$ cat config.mk
export PLATFORM = sky130hd
export DESIGN_NAME = ins_lru_set
export DESIGN_NICKNAME = d
export VERILOG_FILES = /design/src/rtl/ins_lru_set.sv
export SDC_FILE = /design/constraint.sdc
export NUM_CORES = 1
export LEC_CHECK = 0
export CAP_MARGIN = 40
export CORE_UTILIZATION = 40
export DETAILED_ROUTE_END_ITERATION = 10
export GPL_TIMING_DRIVEN = 0
export HOLD_SLACK_MARGIN = 0.12
export SLEW_MARGIN = 25
export SYNTH_ARGS = -nofsm -noshare
export SYNTH_HDL_FRONTEND = slang
export SYNTH_SLANG_ARGS = --single-unit
$ cat constraint.sdc
create_clock -name clk -period 4.66 [get_ports clk]
set_input_delay 0.932 -clock clk [delete_from_list [all_inputs] [get_ports clk]]
set_output_delay 0.932 -clock clk [all_outputs]
set_load 0.1 [all_outputs]
$ cat src/rtl/ins_lru_set.sv
module ins_lru_set #(
  parameter int WAYS = 4,
  parameter int LFSR_W = 16,
  parameter logic [LFSR_W-1:0] LFSR_TAPS = 'hB400,
  localparam int IW = $clog2(WAYS),
  localparam int TW = $clog2(LFSR_W + 1)
) (
  input  logic                 clk,
  input  logic                 rst_n,
  input  logic                 lookup_valid,
  input  logic                 hit,
  input  logic [IW-1:0]        hit_way,
  input  logic [1:0]           policy,
  input  logic [TW-1:0]        throttle,
  output logic [IW-1:0]        victim_way,
  output logic [WAYS*IW-1:0]   ranks,
  output logic [WAYS-1:0]      valid_mask
);
  localparam logic [IW-1:0] BACK = IW'(WAYS - 1);

  logic [IW-1:0]     rank_q [WAYS];
  logic [IW-1:0]     rank_d [WAYS];
  logic [WAYS-1:0]   valid_q;
  logic [LFSR_W-1:0] lfsr_q;
  logic [IW-1:0]     lru_way, fill_way, mover, old_rank;
  logic [TW-1:0]     tcl;
  logic              coin, to_front, miss;

  always_comb begin
    lru_way  = '0;
    fill_way = '0;
    for (int i = WAYS - 1; i >= 0; i--) begin
      if (!valid_q[i]) fill_way = IW'(i);
      if (rank_q[i] == BACK) lru_way = IW'(i);
    end
  end

  assign victim_way = (&valid_q) ? lru_way : fill_way;
  assign miss       = lookup_valid && !hit;

  assign tcl      = (throttle > TW'(LFSR_W)) ? TW'(LFSR_W) : throttle;
  assign coin     = (lfsr_q & ~({LFSR_W{1'b1}} << tcl)) == '0;
  assign to_front = hit || (policy == 2'b00) || (policy == 2'b11) || ((policy == 2'b10) && coin);
  assign mover    = hit ? hit_way : victim_way;
  assign old_rank = rank_q[mover];

  always_comb begin
    for (int i = 0; i < WAYS; i++) begin
      if (IW'(i) == mover)
        rank_d[i] = to_front ? '0 : BACK;
      else if (to_front && rank_q[i] < old_rank)
        rank_d[i] = rank_q[i] + 1'b1;
      else if (!to_front && rank_q[i] > old_rank)
        rank_d[i] = rank_q[i] - 1'b1;
      else
        rank_d[i] = rank_q[i];
    end
  end

  always_ff @(posedge clk) begin
    if (!rst_n) begin
      for (int i = 0; i < WAYS; i++) rank_q[i] <= IW'(i);
      valid_q <= '0;
      lfsr_q  <= LFSR_W'(1);
    end else if (lookup_valid) begin
      for (int i = 0; i < WAYS; i++) rank_q[i] <= rank_d[i];
      if (miss) begin
        valid_q[victim_way] <= 1'b1;
        lfsr_q <= (lfsr_q >> 1) ^ (lfsr_q[0] ? LFSR_TAPS : '0);
      end
    end
  end

  for (genvar g = 0; g < WAYS; g++) begin : g_out
    assign ranks[g*IW +: IW] = rank_q[g];
  end
  assign valid_mask = valid_q;
endmodule


Yosys cells after proc, flatten, opt, wreduce, memory -nomap -nowiden
Memory sizes are Yosys's and may differ from the RTL's.
Cells that the tools add are included.
- register bits: 20
- bits in writable memories: 8
- input bits: 13
- output and inout bits: 14
- word-level logic and storage cells: 96
- memories: 1
- memory list (name ; words ; bits a word ; rd ports ; clocked after Yosys merged registers in ; write ports ; line ; source):
    rank_q ; 4 ; 2 ; 5 ; 0 ; 4 ; 21 ; logic [IW-1:0] rank_q [WAYS];
- $add $sub $neg: 8
- $lt $le $gt $ge: 11
- equality and inequality tests: 9
- shifts and indexed selects: 1
- multiplexer cells: 35
- bitwise logic cells: 8
- reductions and logical operators: 21
- operators with widths (cell ; count):
    two-way mux 2 bit ; 27
    AND 16 bit ; 1
    zero test 16 bit ; 1
    two-way mux 16 bit ; 1
    inverter 16 bit ; 1
    left shift 16 x 5 -> 16 bit (first input constant) ; 1
    bitwise XOR 15 x 16 -> 16 bit ; 1
    == test 2 bit (second input constant) ; 6
    logical AND 1 bit ; 11
    adder 2 x 1 -> 2 bit (second input constant) ; 4
    > comparator 2 bit ; 4
    < comparator 2 bit ; 4
    subtractor 2 x 1 -> 2 bit (second input constant) ; 4
    > comparator 5 bit (second input constant) ; 1
    two-way mux 1 bit ; 5
    two-way mux 5 bit ; 1
    == test 2 bit (first input constant) ; 2
    zero test 2 bit ; 2
    OR 1 bit ; 4
    OR 4 bit ; 1
    AND reduction 4 bit ; 1
    logical OR 1 bit ; 3
    < comparator 2 x 3 -> 1 bit (second input constant) ; 1
    demux 1 bit (select 2 bit) ; 1
    4 further kinds ; 5

Depth between registers and ports, before layout
- word-level depth: 14
- gate-level depth with buffers: 13
- depth with buffers taken out: 12

Least setup slack after synthesis
Ideal clock, no wire load.
- kind: reg-to-output
- from: memory rank_q[3][1] (netlist bit)
- to: output victim_way[0]
- arrival: 3405 ps
- required time: 3728 ps
- path slack: 323 ps
- stages on the path, launching flop included: 4
- buffers on the path: 0
- cells stage by stage: edfxtp_1 > and2_1 > a221oi_1 > nor3_1
- RTL lines (what ; line ; source):
    from (decl) ; 21 ;
    to (decl) ; 15 ; output logic [IW-1:0] victim_way,

==> results.md <==
Run status:
- The run finished with clean final reports.

Route:
- The top routing layer in use is met4.
- The wire length on met1 is roughly 2.4 mm.
- The remaining antenna violation count is 0.
- Summed over all layers, the routed wires come to approximately 5.0 mm.
- Detailed routing inserted a total of about 1800 vias.
- The amount of wire on met2 after detailed routing is 2.36 mm.
- Using the TritonRoute via totals, the vias-per-cell ratio works out to about 5.5.
- The post-route DRC violation count is 0.
- After detailed routing, the met3 layer carries approximately 120 um of wire.
- The average wire per standard cell is roughly 15 um.
- The initial detailed-routing violation count is 70.
- The first detailed-routing pass ran for 5 iterations.

Critical path:
- The reg-to-reg endpoint is rank_q[1][0]$_SDFFCE_PN1P_.
- STA classifies the critical path endpoint as a flip-flop.
- The classification of the worst setup path is input pin to flip-flop.
- The biggest fanout along the worst timing path is 10.
- The worst setup path is launched from an input pin.
- The worst-case register-to-register setup slack is 880 ps.
- For the worst setup path, the data arrival time is 3830 ps.
- The startpoint of the worst-slack reg-to-reg timing path is rank_q[0][1]$_SDFFCE_PN0P_.
- Counting cells, the worst reg-to-reg path comes to 11.
- The required arrival time at the worst endpoint is roughly 4700 ps.

Logic synthesis:
- The synthesized area is 0.00194 mm2.
- In the post-synthesis netlist, the biggest area contributors are sky130_fd_sc_hd__dfxtp_1, sky130_fd_sc_hd__edfxtp_1, sky130_fd_sc_hd__nand2_1, sky130_fd_sc_hd__a21boi_0, sky130_fd_sc_hd__ha_1.
- The leading register cell type out of synthesis is sky130_fd_sc_hd__dfxtp_1.
- In this run, synthesis inferred 8 flip-flops with an integrated enable.
- Yosys instantiated no cell more often than sky130_fd_sc_hd__nand2_1.
- Of all cell types, the one taking the most synthesized area is sky130_fd_sc_hd__dfxtp_1.
- The count of distinct cell types in the synthesized netlist is 58.
- In the synthesized netlist, the cells that appear most often are sky130_fd_sc_hd__nand2_1, sky130_fd_sc_hd__dfxtp_1, sky130_fd_sc_hd__a21boi_0.
- The part of the Yosys area used for sequential elements is between 30% and 40%.
- The number of synthesized register bits is 28.
- The average instance in the mapped netlist occupies between 8 and 9 um2.
- The number of warnings issued by yosys is 0.
- Counting flops with an async set or reset pin after synthesis yields a share of 0%.
- Counting every instance in the synthesized netlist gives around 230.
- The share of synthesized area in the top cell type comes to roughly 21%.
- The net count of the mapped netlist is 250.

Clock network:
- Post-CTS repair changed the size of 0 cells.
- The clock root buffer is sky130_fd_sc_hd__clkbuf_8.
- The clock tree buffer depth is 2.
- The clock-pin transition on the worst setup and hold timing paths is ~100 ps.
- The H-tree depth reported by CTS is 1.
- The post-cts hold buffer count is 0.
- After clock tree synthesis, the setup repair step added 0 buffers.
- The TritonCTS buffer count is 3.
- The clock reaches the later pin of the worst-skew pair after 280 ps.
- TritonCTS built the clock tree.
- For this design, the sink count on the clock tree is 28.

Timing:
- Setup violations remaining at the end of the flow were counted as 0.
- The worst clock skew on the final layout is about 5 ps.
- Dividing the final minimum period by the clock period gives between 80% and 90%.
- The number of slew-limit violations in the final report is 0.
- Measured against its own limit, the worst slew margin works out to between 50 and 60%.
- Setup repair after global routing left no endpoint under its margin.
- At the pin with the least slew margin, the transition time is 699 ps.
- The hold violation count in the final report is 0.
- Static timing analysis puts the maximum clock frequency at 0.262 GHz.
- The worst setup margin is between 800 and 900 ps.
- The total negative setup slack is 0 ps.
- For the finished layout, the period the worst path requires is 3820 ps.

Place:
- The placed wire-length estimate is between 3 and 4 mm.
- The placement-stage worst setup slack is just over 500 ps.
- The number of I/O port buffers is 23.
- The cell count after placement is about 320.
- The final RePlAce weighted congestion is between 0.7 and 0.8.

Finish:
- The antenna diode count is 0.
- The post-route non-filler standard cell count is 323.
- For this run, the share of the core covered by cells in the final layout is roughly 56%.
- The fraction of layout cells with a size suffix above 1 is about 16%.
- After the last flow step, the layout net total stands at roughly 300.
- Relative to the synthesized area, the layout overhead comes to 29.8%.

Pwr:
- The peak supply drop is 0.000142 V.
- The overall power of the completed layout is between 0.0007 and 0.0008 W.
- The power density over the cells is slightly above 300 mW/mm2.
- The static power due to leakage is between 0.9 and 1 nW.

Global routing:
- The total routing usage reported by global routing is 21.1%.
- The first global-routing pass estimated 8.28 mm of wire.
- The number of antenna violations at the first check in global routing was 0.
- The number of global-route vias before repair is around 1600.
- The pin count of the biggest net entering global routing is 17.
- The leftover overflow at the end of global routing is 0.

Die:
- The area of the die is approximately 0.005 mm2.
- The floorplan step defined a core boundary enclosing around 0.0045 mm2.
- The floorplan step set the die height to 71.6 um.
- The effective utilization at floorplan is a little over two fifths.
- The initialized floorplan defines 24 standard-cell rows.
- The die extent in x is roughly 72 um.
- The I/O pin count is 27.

Hold path:
- Counting instances, the worst hold path has a depth of 2.
- The startpoint of the lowest-slack hold path is lfsr_q[9]$_SDFFE_PN0P_.
- The worst hold endpoint is lfsr_q[8]$_SDFFE_PN0P_.
- The type of the most critical hold path is flip-flop to flip-flop.

Run:
- The tool flagged a number of max-cap violations equal to 0.
[per-layer routing]
metal  global-route usage, %  vias up
li1                        -      915
met3                    1.83        5
met2                    35.0       26
met1                    29.2      837
met4                    6.54        0
met5                       0        -
[layout by cell type, fill, tap and decap left out, types with 3 or more instances in the layout]
cell type,Yosys,layout
sky130_fd_sc_hd__a21boi_0,16,16
sky130_fd_sc_hd__a21oi_1,15,15
sky130_fd_sc_hd__a22oi_1,3,3
sky130_fd_sc_hd__buf_4,4,4
sky130_fd_sc_hd__buf_8,0,14
sky130_fd_sc_hd__clkbuf_1,5,5
sky130_fd_sc_hd__clkbuf_8,0,3
sky130_fd_sc_hd__clkdlybuf4s50_1,0,23
sky130_fd_sc_hd__dfxtp_1,20,20
sky130_fd_sc_hd__edfxtp_1,8,8
sky130_fd_sc_hd__ha_1,8,8
sky130_fd_sc_hd__inv_1,11,11
sky130_fd_sc_hd__nand2_1,42,42
sky130_fd_sc_hd__nand4_1,3,3
sky130_fd_sc_hd__nor2_1,10,10
sky130_fd_sc_hd__nor2b_1,3,3
sky130_fd_sc_hd__nor3_1,4,4
sky130_fd_sc_hd__o211a_1,3,3
sky130_fd_sc_hd__o21a_1,8,8
sky130_fd_sc_hd__o21ai_0,7,7
sky130_fd_sc_hd__o31ai_1,4,4
sky130_fd_sc_hd__xnor2_1,6,6
[logic make-up (layout without fill, tap and decap cells)]
group / count (synthesis) / after routing / synth area share [%]
flip-flops: 28 / 28 / 33.1
AND/OR/NAND/NOR: 78 / 78 / 18.7
AO/OA/AOI/OAI: 81 / 81 / 31.9
multiplexers: 3 / 3 / 1.68
XOR/XNOR: 7 / 7 / 3.17
adder cells (fa/ha/maj): 8 / 8 / 5.17
buffers and inverters: 24 / 66 / 6.33
[how the worst max path moves through the flow]
stage / depth (start not counted) / slack, ps / endpoint / from
2_1_floorplan: 3 / 320 / victim_way[0] / rank_q[3][1]$_SDFFCE_PN1P_
4_1_cts: 9 / 810 / rank_q[1][0]$_SDFFCE_PN1P_ / hit
5_1_grt: 9 / 600 / rank_q[1][0]$_SDFFCE_PN1P_ / hit
3_5_place_dp: 9 / 520 / rank_q[1][0]$_SDFFCE_PN1P_ / hit
6_report: 10 / 840 / rank_q[1][0]$_SDFFCE_PN1P_ / hit
3_3_place_gp: 9 / 420 / rank_q[0][0]$_SDFFCE_PN0P_ / hit
[area by class of cell]
type,instances,area (um2)
fillers,437,1990
multi-input cells,177,1170
flip-flops and latches,28,641
repair buffers,38,445
plain buffers,13,81.3
clock buffers,4,66.3
well taps,52,65.1
inverters,11,41.3
[registers in the layout (all words and copies together), names as in the netlist]
register	cells
lfsr_q	16
rank_q	8
valid_mask	4
[power breakdown]
part | leakage (nW) | internal, W | total (W) | switching [W]
registers | 0.239 | 0.000268 | 0.000287 | 0.0000195
logic | 0.666 | 0.000120 | 0.000308 | 0.000188
clock network | 0.0339 | 0.0000937 | 0.000177 | 0.0000831
[worst max-delay path, stage by stage]
cell and delay [ps]:
sky130_fd_sc_hd__clkbuf_2 140, sky130_fd_sc_hd__o41ai_1 500, sky130_fd_sc_hd__buf_4 260, sky130_fd_sc_hd__mux2_2 340
sky130_fd_sc_hd__o21ai_0 490, sky130_fd_sc_hd__ha_1 360, sky130_fd_sc_hd__a21oi_1 280, sky130_fd_sc_hd__a21oi_1 70
sky130_fd_sc_hd__nor4b_1 300, sky130_fd_sc_hd__o31ai_1 170
[metrics by stage]
step	hold WS, ps	area (um2)
after floorplan	451	1940
after global placement	473	2230
after detailed placement	472	2450
after CTS	489	2510
after global routing	528	2510
final	489	2510
Power figures use the tool's default switching activity.
